## config.mk

```make
export PLATFORM = sky130hd
export DESIGN_NAME = spi_word_engine
export DESIGN_NICKNAME = d
export VERILOG_FILES = /design/src/rtl/spi_we_pkg.sv /design/src/rtl/spi_we_sckgen.sv /design/src/rtl/spi_we_shifter.sv /design/src/rtl/spi_we_gap.sv /design/src/rtl/spi_word_engine.sv
export SDC_FILE = /design/constraint.sdc
export NUM_CORES = 1
export LEC_CHECK = 0
export BUFFER_PORTS_ARGS = -buffer_cell sky130_fd_sc_hd__buf_2
export CAP_MARGIN = 15
export CORE_MARGIN = 4
export CORE_UTILIZATION = 52
export CTS_BUF_LIST = sky130_fd_sc_hd__clkbuf_16
export DETAILED_ROUTE_END_ITERATION = 8
export HOLD_SLACK_MARGIN = 0.06
export PLACE_DENSITY = 0.73
export SETUP_SLACK_MARGIN = 0.2
export SLEW_MARGIN = 20
export SYNTH_ARGS = -nofsm -noshare
export SYNTH_HDL_FRONTEND = slang
export SYNTH_SLANG_ARGS = --single-unit
```

## constraint.sdc

```tcl
create_clock -name clk_i -period 2.71 [get_ports clk_i]
set_clock_uncertainty 0.2 [all_clocks]
set_input_delay 0.271 -clock clk_i [delete_from_list [all_inputs] [get_ports clk_i]]
set_output_delay 0.271 -clock clk_i [all_outputs]
set_load 0.03 [all_outputs]
```

## src/rtl/spi_we_pkg.sv

```systemverilog
package spi_we_pkg;
  typedef enum logic [1:0] {ST_IDLE, ST_SHIFT, ST_GAP} st_e;
endpackage

```

## src/rtl/spi_we_sckgen.sv

```systemverilog
module spi_we_sckgen #(
  parameter int PRE_W = 8,
  parameter int EC_W  = 7
) (
  input  logic             clk_i,
  input  logic             rst_ni,
  input  logic             start_i,
  input  logic             run_i,
  input  logic [PRE_W-1:0] pre_i,
  output logic             edge_o,
  output logic [EC_W-1:0]  edge_cnt_o,
  output logic             tog_o
);
  logic [PRE_W-1:0] pre_q, div_q;
  logic [EC_W-1:0]  ec_q;
  logic             tog_q;

  assign edge_o     = run_i && (div_q == pre_q);
  assign edge_cnt_o = ec_q;
  assign tog_o      = tog_q;

  always_ff @(posedge clk_i or negedge rst_ni) begin
    if (!rst_ni) begin
      pre_q <= '0;
      div_q <= '0;
      ec_q  <= '0;
      tog_q <= 1'b0;
    end else if (start_i) begin
      pre_q <= pre_i;
      div_q <= '0;
      ec_q  <= '0;
      tog_q <= 1'b0;
    end else if (edge_o) begin
      div_q <= '0;
      ec_q  <= ec_q + EC_W'(1);
      tog_q <= ~tog_q;
    end else if (run_i) begin
      div_q <= div_q + PRE_W'(1);
    end
  end
endmodule

```

## src/rtl/spi_we_shifter.sv

```systemverilog
module spi_we_shifter #(
  parameter int DW   = 32,
  parameter int NB_W = 6
) (
  input  logic            clk_i,
  input  logic            rst_ni,
  input  logic            start_i,
  input  logic [DW-1:0]   word_i,
  input  logic [NB_W-1:0] nbits_i,
  input  logic            edge_i,
  input  logic            lead_i,
  input  logic            first_i,
  input  logic            cpha_i,
  input  logic            miso_i,
  output logic            mosi_o,
  output logic [DW-1:0]   rx_o
);
  logic [DW-1:0]   tx_sr, rx_sr;
  logic [NB_W-1:0] sh_amt;
  logic            sample, advance;

  // left-justify so the word MSB sits at the output bit
  assign sh_amt  = NB_W'(DW) - nbits_i;
  assign sample  = edge_i && (cpha_i ? !lead_i : lead_i);
  assign advance = edge_i && (cpha_i ? (lead_i && !first_i) : !lead_i);
  assign mosi_o  = tx_sr[DW-1];
  assign rx_o    = rx_sr;

  always_ff @(posedge clk_i or negedge rst_ni) begin
    if (!rst_ni) begin
      tx_sr <= '0;
      rx_sr <= '0;
    end else if (start_i) begin
      tx_sr <= word_i << sh_amt;
      rx_sr <= '0;
    end else begin
      if (advance) tx_sr <= {tx_sr[DW-2:0], 1'b0};
      if (sample)  rx_sr <= {rx_sr[DW-2:0], miso_i};
    end
  end
endmodule

```

## src/rtl/spi_we_gap.sv

```systemverilog
module spi_we_gap #(
  parameter int GAP_W = 5,
  localparam int CNT_W = GAP_W + 3
) (
  input  logic             clk_i,
  input  logic             rst_ni,
  input  logic             load_i,
  input  logic             run_i,
  input  logic [GAP_W-1:0] gap_i,
  output logic             zero_o
);
  logic [CNT_W-1:0] cnt_q;

  assign zero_o = (cnt_q == '0);

  always_ff @(posedge clk_i or negedge rst_ni) begin
    if (!rst_ni)                cnt_q <= '0;
    else if (load_i)            cnt_q <= CNT_W'({gap_i, 2'b00}) + CNT_W'(9);
    else if (run_i && !zero_o)  cnt_q <= cnt_q - CNT_W'(1);
  end
endmodule

```

## src/rtl/spi_word_engine.sv

```systemverilog
module spi_word_engine
  import spi_we_pkg::*;
#(
  parameter int DW    = 32,
  parameter int PRE_W = 8,
  parameter int GAP_W = 5,
  localparam int BITS_W = $clog2(DW),
  localparam int NB_W   = $clog2(DW + 1),
  localparam int EC_W   = NB_W + 1
) (
  input  logic              clk_i,
  input  logic              rst_ni,
  input  logic [PRE_W-1:0]  cfg_prescale_i,
  input  logic [GAP_W-1:0]  cfg_gap_i,
  input  logic [BITS_W-1:0] cfg_bits_i,
  input  logic              cfg_cpol_i,
  input  logic              cfg_cpha_i,
  input  logic              tx_valid_i,
  input  logic [DW-1:0]     tx_data_i,
  output logic              tx_ready_o,
  output logic              rx_valid_o,
  output logic [DW-1:0]     rx_data_o,
  output logic              busy_o,
  output logic              sck_o,
  output logic              mosi_o,
  input  logic              miso_i
);
  st_e              st_q, st_d;
  logic [NB_W-1:0]  n_cur, n_q;
  logic [GAP_W-1:0] gap_q;
  logic             cpha_q, rx_valid_q;
  logic             accept, sck_edge, tog, last_edge, gap_zero, gap_last;
  logic [EC_W-1:0]  edge_cnt;

  assign n_cur      = (cfg_bits_i == '0) ? NB_W'(DW) : NB_W'(cfg_bits_i);
  assign gap_last   = (st_q == ST_GAP) && gap_zero;
  assign tx_ready_o = (st_q == ST_IDLE) || gap_last;
  assign accept     = tx_valid_i && tx_ready_o;
  assign last_edge  = sck_edge && ((edge_cnt + EC_W'(1)) == {n_q, 1'b0});
  assign busy_o     = (st_q == ST_SHIFT);
  assign sck_o      = cfg_cpol_i ^ tog;
  assign rx_valid_o = rx_valid_q;

  always_comb begin
    st_d = st_q;
    unique case (st_q)
      ST_IDLE:  if (accept) st_d = ST_SHIFT;
      ST_SHIFT: if (last_edge) st_d = ST_GAP;
      ST_GAP:   if (gap_last) st_d = accept ? ST_SHIFT : ST_IDLE;
      default:  st_d = ST_IDLE;
    endcase
  end

  always_ff @(posedge clk_i or negedge rst_ni) begin
    if (!rst_ni) begin
      st_q       <= ST_IDLE;
      n_q        <= NB_W'(1);
      gap_q      <= '0;
      cpha_q     <= 1'b0;
      rx_valid_q <= 1'b0;
    end else begin
      st_q       <= st_d;
      rx_valid_q <= last_edge;
      if (accept) begin
        n_q    <= n_cur;
        gap_q  <= cfg_gap_i;
        cpha_q <= cfg_cpha_i;
      end
    end
  end

  spi_we_sckgen #(.PRE_W(PRE_W), .EC_W(EC_W)) i_sckgen (
    .clk_i      (clk_i),
    .rst_ni     (rst_ni),
    .start_i    (accept),
    .run_i      (busy_o),
    .pre_i      (cfg_prescale_i),
    .edge_o     (sck_edge),
    .edge_cnt_o (edge_cnt),
    .tog_o      (tog)
  );

  spi_we_shifter #(.DW(DW), .NB_W(NB_W)) i_shifter (
    .clk_i   (clk_i),
    .rst_ni  (rst_ni),
    .start_i (accept),
    .word_i  (tx_data_i),
    .nbits_i (n_cur),
    .edge_i  (sck_edge),
    .lead_i  (!edge_cnt[0]),
    .first_i (edge_cnt == '0),
    .cpha_i  (cpha_q),
    .miso_i  (miso_i),
    .mosi_o  (mosi_o),
    .rx_o    (rx_data_o)
  );

  spi_we_gap #(.GAP_W(GAP_W)) i_gap (
    .clk_i  (clk_i),
    .rst_ni (rst_ni),
    .load_i (last_edge),
    .run_i  (st_q == ST_GAP),
    .gap_i  (gap_q),
    .zero_o (gap_zero)
  );
endmodule

```

* Yosys cells after proc, flatten, opt, wreduce, memory -nomap -nowiden *
Index checks and enable logic that the tools add are counted.

storage, ports and cells
  bits in registers = 111
  output and inout bits = 37

cells by class
  $add $sub $neg = 5
  equal/unequal tests = 7
  shift-type cells = 1
  muxes and demuxes = 21
  bitwise logic cells = 2
  reduce and logical (&&, ||, !) cells = 22

operators with widths
  kind                   count
  $mux W32               4
  $mux W8                5
  $shl A32 B6 Y32        1
  $mux W7                2
  $add A7 B4 Y8 const B  1
  $add A8 B1 Y8 const B  1
  $eq A8 B8 Y1           1
  $logic_and A1 B1 Y1    8
  $logic_not A8 Y1       1
  $reduce_bool A2 Y1     4
  $sub A8 B1 Y8 const B  1
  $add A7 B1 Y7 const B  1
  $eq A7 B7 Y1           1
  $logic_not A7 Y1       1
  $mux W2                3
  $mux W6                1
  $ne A2 B2 Y1 const B   3
  $pmux W2 S3            1
  $sub A6 B6 Y6 const A  1
  $logic_not A5 Y1       1
  $mux W1                5
  $logic_not A1 Y1       3
  $reduce_and A3 Y1      1
  $reduce_bool A3 Y1     1
  other kinds (6)        6

* Logic depth before layout (Yosys ltp) *
  depth after elaboration = 7
  depth in mapped cells = 12
  mapped depth without buffers = 8

* Hierarchy *
From an unflattened synthesis, not the netlist that was laid out.

second synthesis, totals
  cells, all modules = 702
  area total of the unflattened synthesis = 7270.7 um^2

by module, submodules not included
  module           instances  cells an instance  area each (um^2)  sequential area each (um^2)
  spi_we_shifter   1          446                4533.1            1601.5
  spi_we_sckgen    1          119                1337.5            600.6
  spi_word_engine  1          78                 839.6             376.6
  spi_we_gap       1          59                 560.5             200.2

* Worst setup path after synthesis *
Ideal clock, no wire load.

  kind = input to register
  start = input cfg_bits_i[0]
  end = register i_shifter.tx_sr[28]
  arrival = 2.516 ns
  required time = 2.373 ns
  path slack = -0.142 ns
  cell stages on the path = 11
  path buffers = 3
  cell sequence = inv_2 clkbuf_1 ha_1 buf_4 buf_6 mux2_2 mux4_2 mux2i_1 nand2_1 a31oi_1 a21oi_1

between the ends
  cells in the longest elaborated chain, start to end = 5

RTL lines
  what                  line                   source
  start, declared       spi_word_engine.sv:15  input logic [BITS_W-1:0] cfg_bits_i,
  $logic_not A5 Y1      spi_word_engine.sv:35  assign n_cur = (cfg_bits_i == '0) ? NB_W'(DW) : NB_W'(cfg_bits_i);
  $mux W6 *             spi_word_engine.sv:35
  $sub A6 B6 Y6 *       spi_we_shifter.sv:23   assign sh_amt = NB_W'(DW) - nbits_i;
  $shl A32 B6 Y32 *     spi_we_shifter.sv:34   tx_sr <= word_i << sh_amt;
  $mux W32 *            spi_we_shifter.sv:33   end else if (start_i) begin
  end signal, assigned  spi_we_shifter.sv:34
  end signal, assigned  spi_we_shifter.sv:37   if (advance) tx_sr <= {tx_sr[DW-2:0], 1'b0};
  end, declared         spi_we_shifter.sv:18   logic [DW-1:0] tx_sr, rx_sr;

Mark *: on every way between the ends. The rest lies on a longest branch, timed or not.
A chain may end at the register's enable or synchronous reset.

* Final worst setup path *
  start = register i_sckgen.ec_q[0], in the netlist i_sckgen.edge_cnt_o[0]
  end = register i_shifter.tx_sr[30]

between the ends
  cells in the longest elaborated chain, start to end = 6

RTL lines
  what                                   line                   source
  start, declared                        spi_we_sckgen.sv:15    logic [EC_W-1:0] ec_q;
  start signal, assigned                 spi_we_sckgen.sv:35    ec_q <= ec_q + EC_W'(1);
  $logic_not A7 Y1                       spi_word_engine.sv:91  .first_i (edge_cnt == '0),
  $logic_not A1 Y1                       spi_we_shifter.sv:25   assign advance = edge_i && (cpha_i ? (lead_i && !first_i) : !lead_i);
  $logic_and A1 B1 Y1                    spi_we_shifter.sv:25
  $mux W1 *                              spi_we_shifter.sv:25
  $logic_and A1 B1 Y1 *                  spi_we_shifter.sv:25
  $reduce_bool A2 Y1 (no source line) *  n/a

Marked as above.

==> results.json <==
{
  "status": "finished, final reports clean",
  "final_nets": 967,
  "ys_ff_latch": 111,
  "portBuffers": 92,
  "numCtsBuffers": 9,
  "dp_hpwl_um": 13300,
  "powerDensity_nw_per_um2": 770,
  "insertion_delay_ps": 360,
  "synth.mux.area_fraction_pct": 18.1,
  "grt_util_met1_pct": 33.6,
  "synth-xor-area-share_pct": 4.83,
  "synth-async-reset-ratio_pct": 100,
  "vias": 6286,
  "post_drt_wl_per_cell_um": 16.9,
  "drt_iter0_markers": 468,
  "start_util_pct": 53.4,
  "core_area_um2": 13300,
  "grt_use_met3_pct": 3.84,
  "ant_nets": 0,
  "drt-pass1-iter-count": 5,
  "area_growth_pct": 21.4,
  "clockBufferDepth": 2,
  "grt_overflow": 0,
  "htree_levels": 3,
  "max_slew.worst_pin.slew_ps": 628,
  "finalSetupViolations": 0,
  "fp.dieH_um": 125,
  "yosysSeqAreaShare_pct": 39.0,
  "tns_ps": 0,
  "fin_cells": 1085,
  "crit_slowest_cell": "or4b_4",
  "hold_path_class": "in2reg",
  "maxCapViolCount": 0,
  "max_slew_margin_pct": 58.1,
  "wl_um": 18400,
  "dieArea_um2": 15600,
  "synth-edff-count": 0,
  "synth_top_family_by_area": "simple AND/OR/NAND/NOR gates",
  "synth_compound_area_share_pct": 13.1,
  "num_antenna_cells": 0,
  "p_leak_uw": 0.00383,
  "ys.flop_type": "dfrtp_1",
  "yosysUniqueCellTypes": 62,
  "rsz0062_at_grt": "yes",
  "grt-busiest-layer": "met2",
  "ios": 93,
  "finalWorstSetupSlack_ps": 219,
  "cts_tree": "yes",
  "clkTransAtPathRegs_ps": 80,
  "via_per_inst": 5.79,
  "crit_arrival_ps": 2510,
  "timing.final.max_slew_violations": 0,
  "antenna_found_initial": 0,
  "crit_chain": "inv_2 > ha_1 > or4b_4 > o311ai_4 > a2111oi_4 > buf_4 > and2_1 > a211oi_2 > a311oi_1",
  "drc": 0,
  "min_period_over_period_pct": 91.9,
  "period_needed_ps": 2490,
  "clockRootBuffer": "clkbuf_16",
  "crit_family": "compound AO/OA/AOI/OAI gates",
  "drive_gt1_share_pct": 26.2,
  "grt_start_max_net_pins": 49,
  "syn_nets": 839,
  "place_ws_ps": -84.8,
  "dpl.cell_count": 1046,
  "synthCells": 776,
  "endpoint_kind": "register",
  "worstPathRequired_ps": 2720,
  "gp_congestion": 0.917,
  "ys_warn_count": 0,
  "syn_area_um2": 7130,
  "synth_simple_gate_area_share_pct": 19.5,
  "synthAdderAreaFrac_pct": 1.23,
  "die_w_um": 125,
  "track_usage_pct": 23.5,
  "grt_pass1_vias": 6137,
  "placementRows": 42,
  "cts.sinks": 111,
  "ir_drop_uv": 499,
  "cp_num_buf_inv": 2,
  "grt_first_pass_wirelength_um": 30800,
  "utilization_pct": 64.8,
  "grt_use_met2_pct": 37.7,
  "synthesis.area_per_instance_um2": 9.19,
  "critPathLaunchType": "register",
  "path_class": "reg2reg",
  "hold_viol_final": 0,
  "power_uw": 6660,
  "crit_fanout": 4,
  "fmax_mhz": 401,
  "cpPeakStageDelay_ps": 470
}
==> metrics by stage <==
| step | hold slack [ps] | cell area, µm² |
|---|---|---|
| finish | 97.2 | 8650 |
| global route | 104 | 8650 |
| CTS | 95.6 | 8510 |
| detailed placement | 129 | 8030 |
| global placement | 129 | 8030 |
| floorplan | -225 | 7170 |
==> logic make-up (layout without fill, tap and decap cells) <==
group	count (synthesis)	after routing
buffers and inverters	62	195
adder cells (fa/ha/maj)	7	7
XOR/XNOR	35	35
AND/OR/NAND/NOR	307	307
AO/OA/AOI/OAI	147	147
flip-flops	111	111
multiplexers	107	107
==> area by class of cell <==
class	instances	area, µm²
Clock inverter	7	63.8
Multi-Input combinational cell	603	4170
Sequential cell	111	2780
Timing Repair Buffer	169	1160
Tap cell	176	220
Fill cell	1110	4700
Clock buffer	9	225
Inverter	10	40.0
==> power breakdown <==
group | internal, µW | leakage (µW) | total [µW] | switching, µW
Combinational | 1120 | 0.00237 | 2710 | 1600
Sequential | 2210 | 0.00132 | 2650 | 445
Clock | 644 | 0.000142 | 1290 | 649
==> registers in the layout (all words and copies together), names as in the netlist <==
register	cells
i_sckgen.pre_q	8
i_sckgen.edge_cnt_o	7
i_sckgen.tog_o	1
i_shifter.rx_o	32
i_gap.cnt_q	8
n_q	6
cpha_q	1
gap_q	5
i_sckgen.div_q	8
i_shifter.tx_sr	32
st_q	2
rx_valid_o	1
==> worst paths after layout <==
kind	startpoint	endpoint	slack, ps	cells after the start
hold / removal	cfg_bits_i[1]	n_q[1]	100	3
hold reg to reg	gap_q[0]	gap_q[0]	290	2
setup / recovery	i_sckgen.edge_cnt_o[0]	i_shifter.tx_sr[30]	220	9
max in group asynchronous	rst_ni	i_gap.cnt_q[0]	1320	3
setup reg to reg	i_sckgen.edge_cnt_o[0]	i_shifter.tx_sr[30]	220	9
min in group asynchronous	rst_ni	i_gap.cnt_q[5]	260	2
==> per-layer routing <==
metal / vias up / routed length [µm]
met5: - / 0
met4: 0 / 245
met3: 22 / 937
met2: 221 / 9030
met1: 3033 / 8150
li1: 3010 / -
==> worst register-to-register path: stages, from the launching register on <==
cell	delay, ps
dfrtp_1	390
inv_2	60
ha_1	140
or4b_4	470
o311ai_4	350
a2111oi_4	140
buf_4	190
and2_1	160
a211oi_2	160
a311oi_1	80
==> cells in the mapped netlist (all sizes together), types with 15 or more instances <==
cell,n,area [µm²]
clkbuf,27,101
nand2,178,671
a21oi,44,220
mux4,15,338
mux2,23,259
xnor2,24,229
mux2i,69,691
dfrtp,110,2750
o21ai,37,185
nand3,29,145
buf,25,168
nor2,35,131
==> cells in the final DEF, fill, tap and decap left out, drive strengths merged, types with 7 or more instances in the layout <==
master,count
a211oi,8
nand4,7
dlygate4sd3,17
o21ai,37
nand3,29
nor2,35
a31oi,8
mux4,15
nor3,11
o211ai,13
clkbuf,10
o22ai,11
nand2,178
xnor2,24
a21oi,44
mux2,23
dfrtp,110
buf,151
inv,14
xor2,11
nor2b,9
nand2b,9
mux2i,69
ha,7
==> timing repair <==
action	4_1_cts	5_1_grt
hold buffers	17	0
gates resized for setup	2	21
setup endpoints to repair	22	80
endpoints found under the hold margin	59	0
pin swaps	1	8
buffers inserted	3	2
gates cloned	0	1
(Power assumes the default switching activity.)
